File: config.mk
export PLATFORM = sky130hd
export DESIGN_NAME = manchester_rx
export DESIGN_NICKNAME = d
export VERILOG_FILES = /design/src/rtl/manrx_pkg.sv /design/src/rtl/manrx_sampler.sv /design/src/rtl/manrx_tracker.sv /design/src/rtl/manrx_clkgen.sv /design/src/rtl/manchester_rx.sv
export SDC_FILE = /design/constraint.sdc
export NUM_CORES = 1
export LEC_CHECK = 0
export BUFFER_PORTS_ARGS = -buffer_cell sky130_fd_sc_hd__buf_2
export CAP_MARGIN = 20
export CORE_ASPECT_RATIO = 0.9
export CORE_UTILIZATION = 40
export DETAILED_ROUTE_END_ITERATION = 8
export GPL_ROUTABILITY_DRIVEN = 0
export PLACE_DENSITY = 0.57
export SYNTH_ARGS = -nofsm -noshare
export SYNTH_HDL_FRONTEND = slang
export SYNTH_SLANG_ARGS = --single-unit
File: constraint.sdc
create_clock -name clk -period 4 [get_ports clk]
set_input_delay 1 -clock clk [delete_from_list [all_inputs] [get_ports clk]]
set_output_delay 1 -clock clk [all_outputs]
set_load 0.005 [all_outputs]
File: src/rtl/manrx_pkg.sv
package manrx_pkg;

    typedef enum logic {
        CARRIER_OFF = 1'b0,
        CARRIER_ON  = 1'b1
    } carrier_e;

    typedef struct packed {
        logic rise;
        logic fall;
    } edge_t;

    typedef struct packed {
        logic sync;
        logic drop_locked;
        logic locked;
    } track_t;

    function automatic logic in_window(input int unsigned c,
                                       input int unsigned lo,
                                       input int unsigned hi);
        return (c >= lo) && (c <= hi);
    endfunction

endpackage

File: src/rtl/manrx_sampler.sv
module manrx_sampler
    import manrx_pkg::*;
(
    input  logic  clk,
    input  logic  rst,
    input  logic  line_bit,
    input  logic  lb_bit,
    input  logic  lpbk,
    output edge_t edges
);
    logic smp_now;
    logic smp_old;

    always_ff @(posedge clk) begin
        if (rst) begin
            smp_now <= 1'b0;
            smp_old <= 1'b0;
        end else begin
            smp_now <= lpbk ? lb_bit : line_bit;
            smp_old <= smp_now;
        end
    end

    assign edges.rise = smp_now & ~smp_old;
    assign edges.fall = ~smp_now & smp_old;
endmodule

File: src/rtl/manrx_tracker.sv
module manrx_tracker
    import manrx_pkg::*;
#(
    parameter int SPB        = 16,
    parameter int WIN        = 3,
    parameter int LOCK_EDGES = 4
) (
    input  logic   clk,
    input  logic   rst,
    input  edge_t  edges,
    output logic   carrier,
    output logic   rxd,
    output track_t trk
);
    localparam int WIN_LO = SPB - 1 - WIN;
    localparam int WIN_HI = SPB - 1 + WIN;
    localparam int CNT_W  = $clog2(WIN_HI + 1);
    localparam int PRE_W  = (LOCK_EDGES > 1) ? $clog2(LOCK_EDGES) : 1;

    carrier_e           state;
    logic [CNT_W-1:0]   since_mid;
    logic [PRE_W-1:0]   alt_run;
    logic               last_rise;
    logic               locked_q;
    logic               rxd_q;
    logic               any_edge;
    logic               mid_hit;
    logic               expire;

    always_comb begin
        any_edge = edges.rise | edges.fall;
        mid_hit  = (state == CARRIER_ON) && any_edge &&
                   in_window(32'(since_mid), WIN_LO, WIN_HI);
        expire   = (state == CARRIER_ON) && !mid_hit &&
                   (since_mid == CNT_W'(WIN_HI));
    end

    always_ff @(posedge clk) begin
        if (rst) begin
            state     <= CARRIER_OFF;
            since_mid <= '0;
            alt_run   <= '0;
            last_rise <= 1'b0;
            locked_q  <= 1'b0;
            rxd_q     <= 1'b0;
        end else begin
            unique case (state)
                CARRIER_OFF: begin
                    if (edges.fall) begin
                        state     <= CARRIER_ON;
                        since_mid <= '0;
                        alt_run   <= '0;
                        last_rise <= 1'b0;
                        locked_q  <= 1'b0;
                    end
                end
                CARRIER_ON: begin
                    if (mid_hit) begin
                        since_mid <= '0;
                        last_rise <= edges.rise;
                        if (locked_q) begin
                            rxd_q <= edges.rise;
                        end else if (edges.rise != last_rise) begin
                            if (alt_run == PRE_W'(LOCK_EDGES - 1))
                                locked_q <= 1'b1;
                            else
                                alt_run <= alt_run + 1'b1;
                        end else begin
                            alt_run <= '0;
                        end
                    end else if (expire) begin
                        state    <= CARRIER_OFF;
                        locked_q <= 1'b0;
                    end else begin
                        since_mid <= since_mid + 1'b1;
                    end
                end
                default: state <= CARRIER_OFF;
            endcase
        end
    end

    assign carrier         = (state == CARRIER_ON);
    assign rxd             = rxd_q;
    assign trk.sync        = mid_hit | ((state == CARRIER_OFF) & edges.fall);
    assign trk.drop_locked = expire & locked_q;
    assign trk.locked      = locked_q;
endmodule

File: src/rtl/manrx_clkgen.sv
module manrx_clkgen
    import manrx_pkg::*;
#(
    parameter int SPB       = 16,
    parameter int TAIL_BITS = 5
) (
    input  logic   clk,
    input  logic   rst,
    input  track_t trk,
    output logic   rxc
);
    localparam int PH_W     = $clog2(SPB);
    localparam int TAIL_CYC = TAIL_BITS * SPB;
    localparam int TAIL_W   = $clog2(TAIL_CYC + 1);
    localparam bit PH_POW2  = ((1 << PH_W) == SPB);

    logic [PH_W-1:0]   bit_ph;
    logic [PH_W-1:0]   ph_next;
    logic [TAIL_W-1:0] tail_left;

    generate
        if (PH_POW2) begin : g_wrap_free
            assign ph_next = bit_ph + 1'b1;
        end else begin : g_wrap_cmp
            assign ph_next = (bit_ph == PH_W'(SPB - 1)) ? '0 : bit_ph + 1'b1;
        end
    endgenerate

    always_ff @(posedge clk) begin
        if (rst) begin
            bit_ph    <= '0;
            tail_left <= '0;
        end else begin
            bit_ph <= trk.sync ? '0 : ph_next;
            if (trk.drop_locked)
                tail_left <= TAIL_W'(TAIL_CYC);
            else if (tail_left != '0)
                tail_left <= tail_left - 1'b1;
        end
    end

    assign rxc = (trk.locked || (tail_left != '0)) && (bit_ph >= PH_W'(SPB / 2));
endmodule

File: src/rtl/manchester_rx.sv
module manchester_rx
    import manrx_pkg::*;
#(
    parameter int SPB        = 16,
    parameter int WIN        = 3,
    parameter int LOCK_EDGES = 4,
    parameter int TAIL_BITS  = 5
) (
    input  logic clk,
    input  logic rst,
    input  logic line_bit,
    input  logic lb_bit,
    input  logic lpbk,
    output logic rxd,
    output logic rxc,
    output logic crs
);
    edge_t  edges;
    track_t trk;

    manrx_sampler u_sampler (
        .clk      (clk),
        .rst      (rst),
        .line_bit (line_bit),
        .lb_bit   (lb_bit),
        .lpbk     (lpbk),
        .edges    (edges)
    );

    manrx_tracker #(
        .SPB        (SPB),
        .WIN        (WIN),
        .LOCK_EDGES (LOCK_EDGES)
    ) u_tracker (
        .clk     (clk),
        .rst     (rst),
        .edges   (edges),
        .carrier (crs),
        .rxd     (rxd),
        .trk     (trk)
    );

    manrx_clkgen #(
        .SPB       (SPB),
        .TAIL_BITS (TAIL_BITS)
    ) u_clkgen (
        .clk (clk),
        .rst (rst),
        .trk (trk),
        .rxc (rxc)
    );
endmodule

* Word-level counts from Yosys, hierarchy flattened
Index checks and enable logic that the tools add are counted.
** Storage, ports and cells
- Bits of input ports :: 5
- Register bits after elaboration :: 24
** Cells by class
- Multiplexer cells :: 26
- Reduce and logical (&&, ||, !) cells :: 17
- $add $sub $neg :: 4
- Bitwise gates (word level) :: 9
- Eq/ne operators :: 9
- $lt $le $gt $ge :: 3
** Operators with widths (number)
- 5-bit two-way mux :: 3
- 7-bit two-way mux :: 2
- 1-bit two-way mux :: 11
- 2-bit two-way mux :: 5
- 5-bit one-hot mux with 2 select lines :: 1
- 3-bit != test, second input constant :: 3
- 7-bit nonzero test :: 1
- 7-bit by 1-bit subtractor with 7-bit output, second input constant :: 1
- 1-bit logical AND :: 6
- 1-bit one-hot mux with 2 select lines :: 3
- 2-bit AND reduction :: 3
- 5-bit by 1-bit adder with 5-bit output, second input constant :: 1
- 5-bit equality test, second input constant :: 1
- 5-bit by 4-bit >= comparator with 1-bit output, second input constant :: 1
- 5-bit less-or-equal comparator, second input constant :: 1
- 4-bit by 1-bit adder with 4-bit output, second input constant :: 1
- 1-bit bitwise AND :: 4
- 4-bit >= comparator, second input constant :: 1
- 2-bit != test, second input constant :: 2
- 2-bit one-hot mux with 2 select lines :: 1
- 4-bit AND reduction :: 1
- 2-bit OR reduction :: 2
- 1-bit inverter :: 3
- 3-bit AND reduction :: 1
- 8 further kinds :: 9

* Longest topological paths before layout
- Depth in word-level cells :: 11
- Gate-level depth with buffers :: 8
- Gate-level depth less buffers :: 7

* By module
From an unflattened synthesis, not the netlist that was laid out.
** Unflattened totals
- Cells, all modules :: 147
- Area, all modules :: 1268.7 um^2
** By module, submodules not included
- manrx_tracker :: area each 664.4 um^2, cells an instance 80, times used 1
- manrx_clkgen :: area each 531.8 um^2, cells an instance 60, times used 1
- manrx_sampler :: area each 72.6 um^2, cells an instance 7, times used 1

* Least setup slack after synthesis
No wires, ideal clock.
- Path type :: register -> output
- From :: register u_clkgen.tail_left[0]
- To :: output port rxc
- Setup slack :: 1662 ps
- Arrival time :: 1338 ps
- Stages on the path, launching flop included :: 7
- Path through :: dfxtp_1 > inv_1 > ha_1 > nand2_1 > or4_1 > clkbuf_1 > o21a_1
** Between the ends
- Word-level cells in the longest chain between the ends :: 3
** RTL lines
- start, declared :: RTL line manrx_clkgen.sv:19 : logic [TAIL_W-1:0] tail_left;
- start signal, assigned :: RTL line manrx_clkgen.sv:36 : tail_left <= TAIL_W'(TAIL_CYC);
- start signal, assigned :: RTL line manrx_clkgen.sv:38 : tail_left <= tail_left - 1'b1;
- 7-bit nonzero test :: RTL line manrx_clkgen.sv:42 : assign rxc = (trk.locked || (tail_left != '0)) && (bit_ph >= PH_W'(SPB / 2));
- 1-bit logical OR :: RTL line manrx_clkgen.sv:42
- 1-bit logical AND :: RTL line manrx_clkgen.sv:42
- end, declared :: RTL line manchester_rx.sv:15 : output logic rxc,
No other way between the ends.

* Worst setup path after layout
Same ends and word-level chain as after synthesis.

==> run_results.csv <==
group,metric,value,unit
floorplan,io_pins,8,
timing,drv_slew,0,
timing,rsz0062_at_grt,"false",
drt,drt-total-wl,1.77,mm
clock_tree,numCtsBuffers,3,
worst_setup_path,crit_family,"simple AND/OR/NAND/NOR gates",
worst_setup_path,cp_max_fo,6,
finish,drive_gt1_share,12.9,%
timing,finalCritPeriodShare,71.5,%
clock_tree,cts_hold_buf,0,
clock_tree,cts.path.max_buffers,2,
clock_tree,clk_latency,300,ps
global_routing,gr-total-overflow,0,
clock_tree,path_clk_slew,120,ps
floorplan,initial_utilization,44.1,%
logic_synthesis,synth_top_family_by_area,"simple AND/OR/NAND/NOR gates",
global_routing,grt_pass1_vias,726,
clock_tree,ctsResizeCount,0,
timing,period_minus_slack,2860,ps
drt,drc,0,
logic_synthesis,ys_types,36,
logic_synthesis,synth.most_common_cell,"dfxtp_1",
worst_setup_path,worst-setup-path-type,"flop to primary output",
timing,setup_ws,1140,ps
place,dpl_worst_slack,1480,ps
drt,wl_per_cell,10.4,um
logic_synthesis,synth_nets,139,
power_and_ir_drop,p_leak,0.496,nW
timing,fmax,0.349,GHz
power_and_ir_drop,clock_power_share,19.0,%
floorplan,dieArea,0.00306,sq mm
worst_setup_path,required,3000,ps
global_routing,grt_antenna_before_repair,0,
logic_synthesis,synth_compound_area_share,10.8,%
logic_synthesis,synth-xor-area-share,8.48,%
timing,hold_viol_final,0,
finish,fin_cells,170,
worst_setup_path,start_kind,"flop",
drt,drtIter0Drc,32,
drt,vias,811,
logic_synthesis,async_reset_ff_share,0,%
logic_synthesis,synth_simple_gate_area_share,22.0,%
finish,final_nets,147,
clock_tree,cts_tree,"done",
logic_synthesis,postSynthCellCount,126,
logic_synthesis,ys_ff_latch,24,
timing,slew-limit-headroom,67.9,%
floorplan,core_area,0.00257,sq mm
finish,utilization,47.4,%
power_and_ir_drop,power_frac_seq,55.1,%
logic_synthesis,syn_area_per_cell,9.02,sq um
power_and_ir_drop,p_total,0.525,mW
global_routing,grt_use_total,13.6,%
worst_setup_path,path_cells,"inv_1 -> ha_1 -> nand2_1 -> or4_1 -> o21a_1 -> buf_2",
worst_setup_path,crit_path_end_kind,"primary output",
clock_tree,numClockSinks,24,
logic_synthesis,synth_warnings,0,
timing,hold_slack,471,ps
worst_setup_path,slowest_stage,"or4_1",
logic_synthesis,synthTopCellsByArea,"dfxtp_1, ha_1, nor2_1, xor2_1, xnor2_1",
logic_synthesis,syn-cell-area,0.00114,sq mm
logic_synthesis,synthAdderAreaFrac,8.81,%
drt,drtPass1Iterations,3,
timing,tightest_slew,475,ps
power_and_ir_drop,p_per_area,431,mW/mm^2
clock_tree,h-tree-depth,1,
power_and_ir_drop,internal-power,0.364,mW
logic_synthesis,ys_seq_area_share,42.3,%
place,dpl.cell_count,167,
timing,tns,0,ps
run_status,status,"finished clean",
power_and_ir_drop,swShare,30.7,%
place,post_dp_cell_area,0.00120,sq mm
worst_setup_path,crit_arrival,1860,ps
logic_synthesis,synthMuxAreaShare,2.64,%
global_routing,grt_max_degree,15,
drt,antenna_left,0,
floorplan,die_h,52.6,um
logic_synthesis,synthTopCellsByCount,"dfxtp_1, nor2_1, ha_1, inv_1, nand2_1",
finish,nFillCells,251,
logic_synthesis,ys.flop_type,"dfxtp_1",
drt,via_per_inst,4.77,
timing,clock_skew,4.60,ps
floorplan,die_w,58.2,um
power_and_ir_drop,ir_drop,134,uV
logic_synthesis,synth_top_cell_area_share,42.3,%
logic_synthesis,synth.largest_area_cell,"dfxtp_1",
worst_setup_path,crit_path_max_incr_delay,530,ps
timing,setup_viol,0,
finish,area_growth_syn_to_layout,7.27,%
flow_run,cap_violations,0,
worst_setup_path,path_buf_inv,2,
clock_tree,root_buffer,"clkbuf_4",
place,portBuffers,7,
logic_synthesis,synth-edff-count,0,
floorplan,rows,17,
global_routing,grt_pass1_wl,3.09,mm
place,hpwl,1.33,mm
power_and_ir_drop,p_sw,0.161,mW
hold_path,holdCritPathClass,"flop to flop",
power_and_ir_drop,power_frac_comb,25.9,%
clock_tree,post-cts-setup-buffers,0,
finish,antenna-diode-count,0,
finish,final_cell_area,0.00122,sq mm
[worst paths after layout]
path | startpoint | endpoint | slack, ps | depth (start not counted)
min reg2reg | u_sampler.smp_now$_SDFF_PP0_ | u_sampler.smp_old$_SDFF_PP0_ | 470 | 2
min | u_sampler.smp_now$_SDFF_PP0_ | u_sampler.smp_old$_SDFF_PP0_ | 470 | 2
max reg2reg | u_tracker.since_mid[1]$_SDFFE_PP0P_ | u_tracker.alt_run[1]$_SDFFE_PP0P_ | 2030 | 6
max | u_clkgen.tail_left[0]$_SDFFE_PP0P_ | rxc | 1140 | 6
[registers in the layout, summed over array words and instances, names as in the netlist, 2 cells and up]
signal / flops
u_clkgen.tail_left: 7
u_tracker.alt_run: 2
u_tracker.since_mid: 5
u_clkgen.bit_ph: 4
[power by group through the flow]
stage / logic, mW / clock network [mW] / registers [mW]
after global routing: 0.157 / 0.118 / 0.295
final: 0.136 / 0.100 / 0.289
after global placement: 0.135 / 0 / 0.293
after detailed placement: 0.137 / 0 / 0.295
after CTS: 0.138 / 0.108 / 0.289
after floorplan: 0.120 / 0 / 0.289
[logic make-up after synthesis]
| logic type | Yosys count |
|---|---|
| DFF | 24 |
| adders and majority gates | 8 |
| buffers and inverters | 13 |
| AOI/OAI and AO/OA | 17 |
| xor gates and xnor gates | 11 |
| and+or+nand+nor | 50 |
| muxes | 3 |
[layout make-up]
class,count,area [sq um],area share (%)
Clock buffer,3,22.5,1.85
Inverter,9,33.8,2.77
Multi-Input combinational cell,89,599,49.2
Sequential cell,24,480,39.4
Tap cell,38,47.5,3.90
Timing Repair Buffer,7,35.0,2.87
[cells in the final DEF (no fill, tap or decap), types with 2 or more instances in the layout]
| master | netlist | layout |
|---|---|---|
| a211oi_1 | 2 | 2 |
| a21oi_1 | 4 | 4 |
| a31oi_1 | 2 | 2 |
| buf_2 | 0 | 7 |
| clkbuf_4 | 0 | 3 |
| dfxtp_1 | 24 | 24 |
| ha_1 | 8 | 8 |
| inv_1 | 8 | 8 |
| mux2i_1 | 3 | 3 |
| nand2_1 | 8 | 8 |
| nand3_1 | 5 | 5 |
| nor2_1 | 22 | 22 |
| nor2b_1 | 2 | 2 |
| o21ai_0 | 2 | 2 |
| or4_1 | 2 | 2 |
| xnor2_1 | 5 | 5 |
| xor2_1 | 6 | 6 |
[worst min-delay path: stages (launching register included)]
cell     delay [ps]
dfxtp_1         330
inv_1            70
nor2_1           40
[layer usage]
layer  vias up  track usage, %  wire [um]
met4         0            8.33         17
met3         2            2.96         48
met2         9            20.9        772
met5         -               0          0
li1        432               -          -
met1       368            17.6        927
No activity file was read; power rests on OpenSTA's default activity.
